[config.mk]
export PLATFORM = sky130hd
export DESIGN_NAME = uart_line_flag_unit
export DESIGN_NICKNAME = d
export VERILOG_FILES = /design/src/rtl/uart_lmf_pkg.sv /design/src/rtl/lmf_sync.sv /design/src/rtl/lmf_edge_det.sv /design/src/rtl/lmf_bit_check.sv /design/src/rtl/lmf_flag_bank.sv /design/src/rtl/uart_line_flag_unit.sv
export SDC_FILE = /design/constraint.sdc
export NUM_CORES = 1
export LEC_CHECK = 0
export BUFFER_PORTS_ARGS = -buffer_cell sky130_fd_sc_hd__buf_2
export CORE_MARGIN = 5
export CORE_UTILIZATION = 25
export DETAILED_ROUTE_END_ITERATION = 6
export GPL_TIMING_DRIVEN = 0
export PLACE_DENSITY = 0.63
export SLEW_MARGIN = 20
export SYNTH_ARGS = -nofsm -noshare
export SYNTH_HDL_FRONTEND = slang
export SYNTH_SLANG_ARGS = --single-unit
[constraint.sdc]
create_clock -name clk -period 0.95 [get_ports clk]
set_clock_uncertainty 0.05 [all_clocks]
set_input_delay 0.095 -clock clk [delete_from_list [all_inputs] [get_ports clk]]
set_output_delay 0.095 -clock clk [all_outputs]
set_load 0.01 [all_outputs]
[src/rtl/uart_lmf_pkg.sv]
// Package: register offsets, bit positions and flag indices shared by the
// line monitor flag unit and its sub-blocks.
package uart_lmf_pkg;

    localparam int REG_W  = 8;
    localparam int ADDR_W = 1;

    localparam logic [ADDR_W-1:0] ADDR_STATUS = 1'b0;
    localparam logic [ADDR_W-1:0] ADDR_CTRL   = 1'b1;

    // Bit positions shared by the status and control images.
    localparam int BIT_EDGE = 7;
    localparam int BIT_BVAL = 2;
    localparam int BIT_BERR = 1;
    localparam int BIT_BRK  = 0;

    // Flag indices inside the flag bank.
    localparam int NUM_FLAGS = 3;
    localparam int FL_BRK    = 0;
    localparam int FL_BERR   = 1;
    localparam int FL_EDGE   = 2;

    // Register bit that owns a given flag index.
    function automatic int flag_bit(input int idx);
        case (idx)
            FL_BRK:  return BIT_BRK;
            FL_BERR: return BIT_BERR;
            default: return BIT_EDGE;
        endcase
    endfunction

endpackage

[src/rtl/lmf_sync.sv]
// Multi-stage synchronizer for an asynchronous single-bit input.
// Assumes STAGES >= 2; output lags the input by STAGES clocks.
module lmf_sync #(
    parameter int   STAGES    = 2,
    parameter logic RESET_VAL = 1'b1
) (
    input  logic clk,
    input  logic rst_n,
    input  logic din,
    output logic dout
);
    logic [STAGES-1:0] chain_q;

    // Shift the input through the flop chain.
    always_ff @(posedge clk) begin
        if (!rst_n) chain_q <= {STAGES{RESET_VAL}};
        else        chain_q <= {chain_q[STAGES-2:0], din};
    end

    assign dout = chain_q[STAGES-1];
endmodule

[src/rtl/lmf_edge_det.sv]
// Active edge detector on a synchronized level. pol = 0 selects falling
// edges, pol = 1 rising edges. Assumes pol is steady around an edge.
module lmf_edge_det (
    input  logic clk,
    input  logic rst_n,
    input  logic lvl,
    input  logic pol,
    output logic edge_pulse
);
    logic prev_q;

    // Remember the previous synchronized sample.
    always_ff @(posedge clk) begin
        if (!rst_n) prev_q <= 1'b1;
        else        prev_q <= lvl;
    end

    // An edge is active when the level changed to the level named by pol.
    assign edge_pulse = (prev_q != lvl) && (lvl == pol);

    p_fall_edge_r3: assert property (@(posedge clk) disable iff (!rst_n)
        (!pol && $fell(lvl)) |-> edge_pulse);
    p_rise_edge_r3: assert property (@(posedge clk) disable iff (!rst_n)
        (pol && $rose(lvl)) |-> edge_pulse);
    p_no_edge_steady_r3: assert property (@(posedge clk) disable iff (!rst_n)
        $stable(lvl) |-> !edge_pulse);
endmodule

[src/rtl/lmf_bit_check.sv]
// Compares the synchronized receive level with the transmitted bit at the
// sample strobe. Assumes sample_stb is a one-cycle synchronous strobe.
module lmf_bit_check (
    input  logic clk,
    input  logic rst_n,
    input  logic check_en,
    input  logic sample_stb,
    input  logic rx_lvl,
    input  logic tx_bit,
    output logic err_pulse,
    output logic err_level
);
    // Mismatch only counts at an enabled sample point.
    assign err_pulse = check_en && sample_stb && (rx_lvl != tx_bit);
    assign err_level = rx_lvl;

    p_no_err_disabled_r4: assert property (@(posedge clk) disable iff (!rst_n)
        (!check_en || !sample_stb) |-> !err_pulse);
    p_err_dir_r5: assert property (@(posedge clk) disable iff (!rst_n)
        err_pulse |-> (err_level == !tx_bit));
endmodule

[src/rtl/lmf_flag_bank.sv]
// Bank of sticky write-one-to-clear flags with per-flag enables and a
// combined interrupt. Set takes priority over clear in the same cycle.
module lmf_flag_bank #(
    parameter int N = 3
) (
    input  logic         clk,
    input  logic         rst_n,
    input  logic [N-1:0] set_i,
    input  logic [N-1:0] clr_i,
    input  logic [N-1:0] en_i,
    output logic [N-1:0] flag_o,
    output logic         irq_o
);
    for (genvar i = 0; i < N; i++) begin : g_cell
        // Sticky flag: set wins, then clear, else hold.
        always_ff @(posedge clk) begin
            if (!rst_n)        flag_o[i] <= 1'b0;
            else if (set_i[i]) flag_o[i] <= 1'b1;
            else if (clr_i[i]) flag_o[i] <= 1'b0;
        end

        p_set_wins_r8: assert property (@(posedge clk) disable iff (!rst_n)
            set_i[i] |=> flag_o[i]);
        p_w1c_r7: assert property (@(posedge clk) disable iff (!rst_n)
            (clr_i[i] && !set_i[i]) |=> !flag_o[i]);
        p_sticky_r7: assert property (@(posedge clk) disable iff (!rst_n)
            (flag_o[i] && !clr_i[i]) |=> flag_o[i]);
        p_irq_src_r9: assert property (@(posedge clk) disable iff (!rst_n)
            (flag_o[i] && en_i[i]) |-> irq_o);
    end

    // Interrupt when any enabled flag is set.
    assign irq_o = |(flag_o & en_i);

    p_irq_quiet_r9: assert property (@(posedge clk) disable iff (!rst_n)
        (flag_o == '0) |-> !irq_o);
endmodule

[src/rtl/uart_line_flag_unit.sv]
// Top of the UART line monitor flag unit: synchronizes the receive pin,
// detects active edges, bit errors and breaks, keeps sticky flags with
// enables, and serves the status/control registers when alt_sel is 1.
// Assumes strobes and register accesses are synchronous to clk.
module uart_line_flag_unit
    import uart_lmf_pkg::*;
#(
    parameter int SYNC_STAGES = 2
) (
    input  logic              clk,
    input  logic              rst_n,
    input  logic              rx_line,
    input  logic              rx_invert,
    input  logic              bit_check_en,
    input  logic              sample_stb,
    input  logic              tx_bit,
    input  logic              brk_check_en,
    input  logic              brk_pulse,
    input  logic              alt_sel,
    input  logic [ADDR_W-1:0] reg_addr,
    input  logic              reg_wr,
    input  logic [REG_W-1:0]  reg_wdata,
    output logic [REG_W-1:0]  reg_rdata,
    output logic              irq
);
    logic                 rx_s;
    logic                 edge_pulse;
    logic                 err_pulse;
    logic                 err_level;
    logic [NUM_FLAGS-1:0] set_v;
    logic [NUM_FLAGS-1:0] clr_v;
    logic [NUM_FLAGS-1:0] en_q;
    logic [NUM_FLAGS-1:0] flags;
    logic                 bval_q;
    logic                 wr_status;
    logic                 wr_ctrl;
    logic [REG_W-1:0]     status_img;
    logic [REG_W-1:0]     ctrl_img;

    lmf_sync #(.STAGES(SYNC_STAGES), .RESET_VAL(1'b1)) u_sync (
        .clk   (clk),
        .rst_n (rst_n),
        .din   (rx_line),
        .dout  (rx_s)
    );

    lmf_edge_det u_edge (
        .clk        (clk),
        .rst_n      (rst_n),
        .lvl        (rx_s),
        .pol        (rx_invert),
        .edge_pulse (edge_pulse)
    );

    lmf_bit_check u_bchk (
        .clk        (clk),
        .rst_n      (rst_n),
        .check_en   (bit_check_en),
        .sample_stb (sample_stb),
        .rx_lvl     (rx_s),
        .tx_bit     (tx_bit),
        .err_pulse  (err_pulse),
        .err_level  (err_level)
    );

    // Register write decode, gated by the alternate-map select.
    assign wr_status = alt_sel && reg_wr && (reg_addr == ADDR_STATUS);
    assign wr_ctrl   = alt_sel && reg_wr && (reg_addr == ADDR_CTRL);

    // Route event sources and write-one-to-clear bits to the flag bank.
    always_comb begin
        set_v          = '0;
        set_v[FL_EDGE] = edge_pulse;
        set_v[FL_BERR] = err_pulse;
        set_v[FL_BRK]  = brk_check_en && brk_pulse;
        for (int i = 0; i < NUM_FLAGS; i++)
            clr_v[i] = wr_status && reg_wdata[flag_bit(i)];
    end

    lmf_flag_bank #(.N(NUM_FLAGS)) u_flags (
        .clk    (clk),
        .rst_n  (rst_n),
        .set_i  (set_v),
        .clr_i  (clr_v),
        .en_i   (en_q),
        .flag_o (flags),
        .irq_o  (irq)
    );

    // Control register: one enable per flag.
    always_ff @(posedge clk) begin
        if (!rst_n) en_q <= '0;
        else if (wr_ctrl)
            for (int i = 0; i < NUM_FLAGS; i++)
                en_q[i] <= reg_wdata[flag_bit(i)];
    end

    // Capture the receive level only when a new bit error is raised.
    always_ff @(posedge clk) begin
        if (!rst_n) bval_q <= 1'b0;
        else if (err_pulse && !flags[FL_BERR]) bval_q <= err_level;
    end

    // Assemble register images and the read mux.
    always_comb begin
        status_img           = '0;
        status_img[BIT_EDGE] = flags[FL_EDGE];
        status_img[BIT_BVAL] = bval_q;
        status_img[BIT_BERR] = flags[FL_BERR];
        status_img[BIT_BRK]  = flags[FL_BRK];
        ctrl_img             = '0;
        for (int i = 0; i < NUM_FLAGS; i++)
            ctrl_img[flag_bit(i)] = en_q[i];
        reg_rdata = '0;
        if (alt_sel)
            reg_rdata = (reg_addr == ADDR_STATUS) ? status_img : ctrl_img;
    end

    p_alt_ignore_r10: assert property (@(posedge clk) disable iff (!rst_n)
        (!alt_sel && reg_wr && !err_pulse && !edge_pulse && !brk_pulse)
        |=> ($stable(en_q) && $stable(flags)));
    p_alt_read_zero_r10: assert property (@(posedge clk) disable iff (!rst_n)
        !alt_sel |-> (reg_rdata == '0));
    p_bval_hold_r5: assert property (@(posedge clk) disable iff (!rst_n)
        (flags[FL_BERR] || !err_pulse) |=> $stable(bval_q));
    p_bval_new_r5: assert property (@(posedge clk) disable iff (!rst_n)
        (err_pulse && !flags[FL_BERR]) |=> (bval_q == !$past(tx_bit)));
    p_reserved_zero_r2: assert property (@(posedge clk) disable iff (!rst_n)
        (alt_sel && reg_addr == ADDR_STATUS) |-> (reg_rdata[6:3] == 4'b0));
endmodule

After elaboration in Yosys (flattened, before gate mapping)
Index checks and enable logic that the tools add are counted.
{"block": "totals", "in_bits": 20, "register_bits": 10, "wordCells": 54}
{"block": "classes", "bitwise_logic": 2, "muxes": 23, "n_reduce_logical": 16, "eq_ne": 3, "order_cmp": 3}
{"cell": "$mux 32", "n": 6}
{"cell": "$lt 32x5->1 const B", "n": 3}
{"cell": "$mux 8", "n": 2}
{"cell": "$mux 1", "n": 12}
{"cell": "$logic_and 1x1->1", "n": 11}
{"cell": "$bmux 1 s3", "n": 3}
{"cell": "$reduce_bool 2->1", "n": 3}
{"cell": "$and 3x3->3", "n": 1}
{"cell": "$reduce_or 3->1", "n": 1}
{"cell": "$ne 1x1->1", "n": 2}
{"cell": "$eq 1x1->1", "n": 1}
{"cell": "$logic_not 1->1", "n": 1}
{"cell": "$not 1->1", "n": 1}

Logic depth before layout (Yosys ltp)
Gate-level depths: netlist of run 1.
{"block": "depth", "word_depth": 7, "ltp_mapped": 4, "depth_no_buf": 3}

Hierarchy
Synthesis of run 1 repeated with hierarchy kept, for this count alone.
{"block": "hier_totals", "cells_unflattened": 59, "hier_area_um2": 533.0}
{"module": "uart_line_flag_unit", "instances": 1, "seq_area_each_um2": 80.1, "cells_each": 36, "area_each_um2": 294.0}
{"module": "lmf_flag_bank", "instances": 1, "seq_area_each_um2": 60.1, "cells_each": 11, "area_each_um2": 115.1}
{"module": "lmf_sync", "instances": 1, "seq_area_each_um2": 40.0, "cells_each": 4, "area_each_um2": 52.6}
{"module": "lmf_edge_det", "instances": 1, "seq_area_each_um2": 20.0, "cells_each": 5, "area_each_um2": 48.8}
{"module": "lmf_bit_check", "instances": 1, "seq_area_each_um2": 0.0, "cells_each": 3, "area_each_um2": 22.5}

Worst setup path after synthesis of run 1
No wires, ideal clock.
{"block": "synth_timing", "path_kind": "register to register", "from": "register u_sync.chain_q[1]", "to": "register bval_q", "setup_slack_ps": -45, "setup_time_ps": 131, "n_path_buf": 0, "stages_incl_launch_ff": 4, "t_arrival_ps": 813, "synth_period_minus_slack_ps": 995, "path_cell_list": "dfxtp_1 xnor2_1 o311ai_1 o41ai_1"}
{"block": "synth_between", "elab_chain_len": 3}
{"item": "start, declared", "line_no": "lmf_sync.sv:12", "text": "logic [STAGES-1:0] chain_q;"}
{"item": "start signal, assigned", "line_no": "lmf_sync.sv:16", "text": "if (!rst_n) chain_q <= {STAGES{RESET_VAL}};"}
{"item": "start signal, assigned", "line_no": "lmf_sync.sv:17", "text": "else chain_q <= {chain_q[STAGES-2:0], din};"}
{"item": "$ne 1x1->1", "line_no": "lmf_bit_check.sv:14", "text": "assign err_pulse = check_en && sample_stb && (rx_lvl != tx_bit);"}
{"item": "$logic_and 1x1->1", "line_no": "lmf_bit_check.sv:14"}
{"item": "$logic_and 1x1->1", "line_no": "uart_line_flag_unit.sv:101", "text": "else if (err_pulse && !flags[FL_BERR]) bval_q <= err_level;"}
{"item": "end signal, assigned", "line_no": "uart_line_flag_unit.sv:101"}
{"item": "end, declared", "line_no": "uart_line_flag_unit.sv:34", "text": "logic bval_q;"}
Parallel ways exist; a longest one is shown, timed or not.
A chain may end at the register's enable or synchronous reset.

Worst setup path after layout of run 1
{"block": "layout_timing", "from": "register en_q[1]", "to": "output irq"}
{"block": "layout_between", "elab_chain_len": 2}
{"item": "start, declared", "line_no": "uart_line_flag_unit.sv:32", "text": "logic [NUM_FLAGS-1:0] en_q;"}
{"item": "start signal, assigned by index", "line_no": "uart_line_flag_unit.sv:95", "text": "en_q[i] <= reg_wdata[flag_bit(i)];"}
{"item": "$and 3x3->3", "line_no": "lmf_flag_bank.sv:33", "text": "assign irq_o = |(flag_o & en_i);"}
{"item": "$reduce_or 3->1", "line_no": "lmf_flag_bank.sv:33"}
{"item": "end, declared", "line_no": "uart_line_flag_unit.sv:24", "text": "output logic irq"}
Every way passes these cells.

==> results.ini, run 1 <==
[outcome]
status=finished, violations left
violations=setup timing

[critical_path]
reg2reg_to=bval_q
crit_path_end_kind=output port
critPathLaunchType=flip-flop
r2r_setup_slack_ns=-0.18
critPathKind=flip-flop to output port
crit_end=irq
rr_worst_depth=4
crit_arrival_ns=1.13
cp_max_fo=3
startpoint=en_q[1]
r2r-start=u_flags.flag_o[1]
crit_required_ns=0.81

[timing]
setup_violations=6
clock.fmax_ghz=0.783
finalCriticalPeriod_ns=1.28
drv_slew=0
finalCritPeriodShare_pct=135
finalHoldViolCount=0
worst_slack_ns=-0.328
holdWs_ns=0.0530
finalSetupTns_ns=-0.998
rsz0062_at_grt=true

[global_routing]
grt_pass1_wl_mm=1.85
grt_pass1_vias=435
use_met1_pct=10.1
use_met2_pct=14.6
gr-max-usage-layer=met2
grt-ovfl-total=0
grt_max_degree=11
antenna_found_initial=0
use_met3_pct=4.29
grtUsageTotal_pct=8.83

[logic_synthesis]
syn-cell-area_um2=504
syn_area_per_cell_um2=9.51
synthCells=53
synthDistinctLibCells=21
synth-seq-area-share_pct=39.7
synth_seq_cells=10
yosys_warnings=0

[clock_tree]
cts_buffers=3
cts_buffer_depth=2
clkSlewWorstSetupHoldPaths_ns=0.06
h-tree-depth=1
clock_sinks=10
insertion_delay_ns=0.26
ctsRootBufferMaster=clkbuf_4
cts_tree=done

[placed_design]
hpwl_um=901
routabilityCongestion=0.748
port_buffers=18
dp.cells=101
dp_slack_ns=-0.0868

[power_and_ir_drop]
vdd_ir_drop_max_v=0.00102
power_w=0.000923
cellLeakagePower_nw=0.383
p_per_area_mw_per_mm2=1170

[floorplanning]
core_region_area_mm2=0.00194
die_width_um=54.9
die_h_um=54.9
fp-row-count=16
initial_core_util_pct=26.0
die-area_mm2=0.00302
io_pins=29

[routing]
vias_per_cell=4.35
drt_iter0_markers=5
ant_nets=0
wire_per_inst_um=11.5
drc=0
vias=483
routed_wl_mm=1.28
dr.pass1.iters=4

[cells_and_area]
insertedDiodeCount=0
drive_above_1_share_pct=52.4
fin_nets=106
fin_cells=111
area_delta_synth_final_pct=56.3

[job]
drv_cap=0

[hold_path]
hp-class=primary input to flip-flop

[cells by family (layout without fill, tap and decap cells)]
group	count (synthesis)	after routing	share of synthesized area [%]
simple gates	22	22	27.8
compound gates	6	6	9.68
other cells	1	4	0.744
mux	6	6	11.9
xor+xnor	1	1	1.74
buf+inv	7	35	8.43
flops	10	10	39.7
[worst min-delay path by stage]
stage / endpoint / from / cells past startpoint
final: u_flags.flag_o[1] / sample_stb / 3
after detailed placement: u_sync.chain_q[0] / rx_line / 2
after CTS: u_flags.flag_o[1] / sample_stb / 3
after global routing: bval_q / rst_n / 3
after global placement: u_sync.chain_q[0] / rx_line / 2
after floorplan: u_sync.chain_q[0] / rst_n / 1
[state kept, by name, summed over array words and instances (netlist names)]
name	count
u_flags.flag_o	3
en_q	3
bval_q	1
u_sync.chain_q	2
u_edge.prev_q	1
[stage by stage]
step	utilization (%)	area, um2
floorplan	-	524
global placement	33.4	648
detailed placement	33.4	648
CTS	37.6	731
global route	40.6	788
finish	40.6	788
[synthesized netlist by cell type (all sizes together)]
cell type | count | area share, %
o21ai | 1 | 0.99
buf | 5 | 6.9
a22oi | 1 | 1.5
conb | 1 | 0.74
a221oi | 1 | 1.7
clkbuf | 1 | 0.74
dfxtp | 10 | 40
a222oi | 1 | 2.0
inv | 1 | 0.74
nand3 | 3 | 3.0
nand2b | 3 | 3.7
mux2i | 6 | 12
o311ai | 1 | 1.7
nand2 | 2 | 1.5
nor3b | 1 | 1.5
o41ai | 1 | 1.7
and3b | 1 | 1.7
nand4b | 3 | 5.2
xnor2 | 1 | 1.7
nor2b | 9 | 11
[routing by layer]
metal	wire [um]	vias up
met2	639	20
met4	12	0
met3	133	2
met1	489	217
li1	-	244
met5	0	-
[power by group]
group          switching [W]  total (W)  internal, W
Combinational      0.0000833   0.000186     0.000103
Sequential         0.0000141   0.000453     0.000439
Clock               0.000137   0.000284     0.000146
[placed cells by master, fill, tap and decap left out, drive strengths merged]
cell type,Yosys,routed
inv,1,1
mux2i,6,6
nand4b,3,3
dfxtp,10,10
clkbuf,1,4
o311ai,1,1
nor3b,1,1
nand2,2,2
and3b,1,1
buf,5,28
dlygate4sd3,0,2
conb,1,4
nor2b,9,9
a22oi,1,1
a222oi,1,1
xnor2,1,1
a221oi,1,1
nand2b,3,3
o41ai,1,1
o21ai,1,1
nand3,3,3
[cell type report]
type                       instances  area [um2]
inverter                           1        3.75
sequential                        10         215
multi-input combinational         39         319
clock buffer                       3        22.5
buffer                             6        38.8
timing repair buffer              25         155
tap                               27        33.8
fill                             214        1150
[timing repair]
action | 4_1_cts | 5_1_grt
endpoints found under the setup margin | 7 | 7
resized for setup | 10 | 6
pin swaps | 2 | 2
endpoints found under the hold margin | 1 | 0
hold buffers | 2 | 0
buffers inserted | 1 | 4
[worst max-delay path: stages (launching register included)]
cell and delay [ns]:
dfxtp_2 0.33, a222oi_1 0.34, inv_1 0.06, buf_2 0.14
Power figures use the tool's default switching activity.
==> run 2: changes to the inputs <==
--- a/config.mk
+++ b/config.mk
@@ -7,10 +7,11 @@
 export LEC_CHECK = 0
 export BUFFER_PORTS_ARGS = -buffer_cell sky130_fd_sc_hd__buf_2
 export CORE_MARGIN = 5
-export CORE_UTILIZATION = 25
+export CORE_UTILIZATION = 30
+export CTS_CLUSTER_DIAMETER = 120
 export DETAILED_ROUTE_END_ITERATION = 6
 export GPL_TIMING_DRIVEN = 0
-export PLACE_DENSITY = 0.63
+export PLACE_DENSITY = 0.72
 export SLEW_MARGIN = 20
 export SYNTH_ARGS = -nofsm -noshare
 export SYNTH_HDL_FRONTEND = slang
==> results.ini, run 2 (same netlist as run 1, synthesis figures left out) <==
[outcome]
status=finished, violations left  ; unchanged
violations=setup timing  ; unchanged

[floorplanning]
fp-row-count=14  ; was 16
initial_core_util_pct=32.7  ; was 26.0%
die-area_mm2=0.00260  ; was 0.00302 mm2
core_region_area_mm2=0.00154  ; was 0.00194 mm2
die_width_um=51.0  ; was 54.9 um
die_h_um=51.0  ; was 54.9 um
io_pins=29  ; unchanged

[timing]
setup_violations=6  ; unchanged
finalCritPeriodShare_pct=133  ; was 135%
finalCriticalPeriod_ns=1.27  ; was 1.28 ns
rsz0062_at_grt=true  ; unchanged
clock.fmax_ghz=0.790  ; was 0.783 GHz
finalHoldViolCount=0  ; unchanged
worst_slack_ns=-0.316  ; was -0.328 ns
finalSetupTns_ns=-0.879  ; was -0.998 ns
drv_slew=0  ; unchanged

[routing]
wire_per_inst_um=12.3  ; was 11.5 um
drt_iter0_markers=14  ; was 5
dr.pass1.iters=5  ; was 4
routed_wl_mm=1.23  ; was 1.28 mm
drc=0  ; unchanged
vias_per_cell=4.92  ; was 4.35
vias=492  ; was 483
ant_nets=0  ; unchanged

[global_routing]
grtUsageTotal_pct=10.1  ; was 8.83%
grt_pass1_wl_mm=2.03  ; was 1.85 mm
grt-ovfl-total=0  ; unchanged
grt_max_degree=11  ; unchanged
grt_pass1_vias=477  ; was 435
antenna_found_initial=0  ; unchanged

[critical_path]
path_cells=a222oi_1, inv_1, buf_2  ; unchanged
crit_path_end_kind=output port  ; unchanged
rr_worst_depth=3  ; was 4
critPathLaunchType=flip-flop  ; unchanged
cp_max_fo=2  ; was 3
crit_arrival_ns=1.12  ; was 1.13 ns
slowest_stage=a222oi_1  ; unchanged
critPathKind=flip-flop to output port  ; unchanged
crit_required_ns=0.81  ; about the same
max_stage_delay_ns=0.34  ; about the same

[cells_and_area]
drive_above_1_share_pct=52.4  ; unchanged
insertedDiodeCount=0  ; unchanged
final_common_cell=buf_2  ; unchanged
final_cell_mix=buf_2, nor2b_1, buf_4  ; unchanged
top_regs=en_q x3, u_flags.flag_o x3, u_sync.chain_q x2  ; unchanged
final_core_util_pct=49.0  ; was 40.6%
fillers=160  ; was 214
fin_nets=106  ; unchanged
area_delta_synth_final_pct=49.9  ; was 56.3%

[clock_tree]
clkSlewWorstSetupHoldPaths_ns=0.06  ; about the same
cts_buffer_depth=2  ; unchanged
ctsRootBufferMaster=clkbuf_4  ; unchanged
h-tree-depth=1  ; unchanged
clock_sinks=10  ; unchanged
cts_tree=done  ; unchanged
insertion_delay_ns=0.25  ; was 0.26 ns
cts_buffers=3  ; unchanged

[job]
drv_cap=0  ; unchanged

[power_and_ir_drop]
vdd_ir_drop_max_v=0.000814  ; was 0.00102 V
p_per_area_mw_per_mm2=1200  ; was 1170 mW/mm2
cellLeakagePower_nw=0.377  ; was 0.383 nW

[placed_design]
hpwl_um=921  ; was 901 um
dp_slack_ns=-0.0607  ; was -0.0868 ns
routabilityCongestion=0.703  ; was 0.748
port_buffers=18  ; unchanged

[hold_path]
hp-class=primary input to flip-flop  ; unchanged
whs_path_depth=3  ; unchanged

-- run 2: cell counts in the layout (fill, tap and decap cells not counted) --
Identical to the previous run, type by type.
-- run 2: critical path, delay by kind of cell, from the launching register on --
kind / cells / cell delay, ns
AOI/OAI and AO/OA: 1 / 0.34
buffers and inverters: 2 / 0.20
DFF: 1 / 0.32
-- run 2: power by group --
part	switching, W	internal (W)	leakage [nW]
clock network	0.000131	0.000146	0.0138
logic	0.0000742	0.0000967	0.278
registers	0.0000149	0.000441	0.0850
total	0.000220	0.000683	0.377
-- run 2: metrics by stage --
stage	cells	instance area [um2]	total power, W	hold WS (ns)
final	100	756	0.000903	0.0455
after CTS	96	716	0.000896	0.0438
after global routing	100	756	0.000958	0.0478
after floorplan	56	524	0.000546	0.118
after detailed placement	90	634	0.000602	0.238
after global placement	90	634	0.000598	0.230
-- run 2: path summary, 6_finish.rpt --
| kind | start | to | slack [ns] |
|---|---|---|---|
| max reg2reg | u_sync.chain_q[1] | bval_q | -0.06 |
| min reg2reg | u_sync.chain_q[0] | u_sync.chain_q[1] | 0.37 |
| max | en_q[1] | irq | -0.32 |
| min | rst_n | bval_q | 0.05 |
-- run 2: cell type report --
cell class                      instances  area [um2]  area share (%)
Tap cell                               16        20.0            2.65
Buffer                                  6        38.8            5.13
Timing Repair Buffer                   25         151            20.0
Multi-Input combinational cell         39         307            40.6
Sequential cell                        10         213            28.1
Inverter                                1        3.75           0.497
Clock buffer                            3        22.5            2.98
-- run 2: layer usage --
layer  vias up  part of all wire, %  routed length (um)  track usage (%)
met5         -                    0                   0                0
met4         0                    0                   0             2.55
met3         0                   10                 128             5.52
met2        16                   52                 646             18.2
met1       230                   37                 456             10.1
li1        246                    -                   -                -
-- run 2: timing repair --
action / in CTS / in global routing
hold buffers: 2 / 0
pin swaps: 3 / 1
endpoints found under the setup margin: 7 / 7
resized for setup: 11 / 3
hold endpoints to repair: 1 / 0
buffers inserted: 1 / 4
==> run 3: changes to the inputs <==
--- a/config.mk
+++ b/config.mk
@@ -7,11 +7,11 @@
 export LEC_CHECK = 0
 export BUFFER_PORTS_ARGS = -buffer_cell sky130_fd_sc_hd__buf_2
 export CORE_MARGIN = 5
-export CORE_UTILIZATION = 30
+export CORE_UTILIZATION = 37
 export CTS_CLUSTER_DIAMETER = 120
 export DETAILED_ROUTE_END_ITERATION = 6
 export GPL_TIMING_DRIVEN = 0
-export PLACE_DENSITY = 0.72
+export PLACE_DENSITY = 0.83
 export SLEW_MARGIN = 20
 export SYNTH_ARGS = -nofsm -noshare
 export SYNTH_HDL_FRONTEND = slang
==> results.ini, run 3 (same netlist as run 1, synthesis figures left out) <==
[routing]
drc=0  ; unchanged
drt_iter0_markers=12  ; was 14
ant_nets=0  ; unchanged
vias=481  ; was 492
vias_per_cell=4.96  ; was 4.92
dr.pass1.iters=4  ; was 5
wire_per_inst_um=11.7  ; was 12.3 um
routed_wl_mm=1.14  ; was 1.23 mm

[critical_path]
startpoint=en_q[1]  ; unchanged
r2r-start=u_sync.chain_q[1]  ; unchanged
critPathKind=flip-flop to output port  ; unchanged
crit_buf_inv=2  ; unchanged
critPathLaunchType=flip-flop  ; unchanged
path_cells=a222oi_1, inv_1, buf_2  ; unchanged
crit_family=flip-flops  ; was compound AO/OA/AOI/OAI gates
slowest_stage=dfxtp_2  ; was a222oi_1
max_stage_delay_ns=0.32  ; was 0.34 ns
crit_required_ns=0.81  ; about the same
crit_path_end_kind=output port  ; unchanged
crit_arrival_ns=1.10  ; was 1.12 ns
cp_max_fo=2  ; unchanged

[placed_design]
dp_slack_ns=-0.0709  ; was -0.0607 ns
dp.cells=89  ; was 90
routabilityCongestion=0.686  ; was 0.703
port_buffers=18  ; unchanged
dpl_cell_area_um2=633  ; was 634 um2
hpwl_um=831  ; was 921 um

[clock_tree]
clkSlewWorstSetupHoldPaths_ns=0.06  ; about the same
cts_buffer_depth=2  ; unchanged
cts_buffers=3  ; unchanged
ctsRootBufferMaster=clkbuf_4  ; unchanged
h-tree-depth=1  ; unchanged
insertion_delay_ns=0.26  ; was 0.25 ns
cts_tree=done  ; unchanged
clock_sinks=10  ; unchanged

[floorplanning]
die-area_mm2=0.00220  ; was 0.00260 mm2
initial_core_util_pct=38.8  ; was 32.7%
fp-row-count=13  ; was 14
die_h_um=46.9  ; was 51.0 um
io_pins=29  ; unchanged
die_width_um=46.9  ; was 51.0 um
core_region_area_mm2=0.00130  ; was 0.00154 mm2

[cells_and_area]
fin_cells=97  ; was 100
drive_above_1_share_pct=47.6  ; was 52.4%
design_area_um2=732  ; was 756 um2
insertedDiodeCount=0  ; unchanged
area_delta_synth_final_pct=45.2  ; was 49.9%
fillers=125  ; was 160
final_common_cell=buf_2  ; unchanged
final_cell_mix=buf_2, nor2b_1, mux2i_1, dfxtp_2, buf_4  ; was buf_2, nor2b_1, buf_4
fin_nets=103  ; was 106
top_regs=en_q x3, u_flags.flag_o x3, u_sync.chain_q x2  ; unchanged

[power_and_ir_drop]
cellLeakagePower_nw=0.366  ; was 0.377 nW
switching_share_pct=23.1  ; was 24.4%
vdd_ir_drop_max_v=0.000908  ; was 0.000814 V
p_per_area_mw_per_mm2=1350  ; was 1200 mW/mm2
combPwrFrac_pct=15.9  ; was 18.9%
p_sw_w=0.000229  ; was 0.000220 W
power_w=0.000990  ; was 0.000903 W
pwr-share-seq_pct=45.9  ; was 50.4%
p_int_w=0.000761  ; was 0.000683 W
p_clk_share_pct=38.2  ; was 30.6%

[global_routing]
grt_pass1_vias=450  ; was 477
grt_pass1_wl_mm=1.87  ; was 2.03 mm
antenna_found_initial=0  ; unchanged
grtUsageTotal_pct=12.4  ; was 10.1%
grt_max_degree=11  ; unchanged
grt-ovfl-total=0  ; unchanged

[outcome]
status=finished, violations left  ; unchanged
violations=setup timing  ; unchanged

[timing]
worst_slack_ns=-0.291  ; was -0.316 ns
drv_slew=0  ; unchanged
finalCritPeriodShare_pct=131  ; was 133%
finalHoldViolCount=0  ; unchanged
setup_violations=6  ; unchanged
finalCriticalPeriod_ns=1.24  ; was 1.27 ns
clock.fmax_ghz=0.806  ; was 0.790 GHz
finalSetupTns_ns=-0.870  ; was -0.879 ns
rsz0062_at_grt=true  ; unchanged

[job]
drv_cap=0  ; unchanged

[hold_path]
hp-class=primary input to flip-flop  ; unchanged
min_from=sample_stb  ; was rst_n

## run 3: cell types whose count changed in the layout (fill, tap and decap cells not counted), sizes merged
cell    change
buf         -3
clkbuf      +1
## run 3: final timing paths
path / cells after the start / slack, ns / endpoint
worst max-delay path: 3 / -0.29 / irq
worst min-delay path: 3 / 0.03 / u_flags.flag_o[1]
worst max register to register: 3 / -0.08 / bval_q
worst min register to register: 1 / 0.37 / u_sync.chain_q[1]
## run 3: layout make-up
class | instances | area (um2) | share of cell area [%]
clock buffers | 4 | 36.3 | 4.96
repair buffers | 22 | 129 | 17.6
inverters | 1 | 3.75 | 0.513
flip-flops and latches | 10 | 211 | 28.9
well taps | 15 | 18.8 | 2.56
plain buffers | 6 | 38.8 | 5.30
multi-input cells | 39 | 294 | 40.2
## run 3: power groups by stage
stage | combinational (W) | sequential, W | clock (W)
floorplan | 0.0000858 | 0.000460 | 0
global placement | 0.000133 | 0.000464 | 0
detailed placement | 0.000136 | 0.000464 | 0
CTS | 0.000152 | 0.000454 | 0.000387
global route | 0.000174 | 0.000457 | 0.000429
finish | 0.000157 | 0.000454 | 0.000379
## run 3: what timing repair did
action / in CTS / in global routing
endpoints found under the setup margin: 7 / 7
gates resized for setup: 9 / 2
buffers inserted: 1 / 1
hold endpoints to repair: 1 / 0
cloned: 0 / 0
pin swaps: 2 / 1
hold buffers: 2 / 0
## run 3: per-stage QoR
step,utilization [%],hold WS (ns)
6_report,56.3,0.0319
5_1_grt,56.3,0.0194
4_1_cts,55.3,0.0300
3_5_place_dp,48.7,0.242
3_3_place_gp,48.7,0.229
2_1_floorplan,-,0.118
## run 3: tightest hold or removal path, cell delays in order
cell and delay [ns]:
buf_2 0.10, nand3_1 0.05, o21ai_0 0.06
## run 3: routing by layer
metal / GRT usage, % / part of all wire [%] / up-vias
met5: 0 / 0 / -
met4: 4.97 / 1.6 / 0
met3: 6.90 / 11 / 4
met2: 18.4 / 50 / 20
met1: 14.7 / 38 / 217
li1: - / - / 240
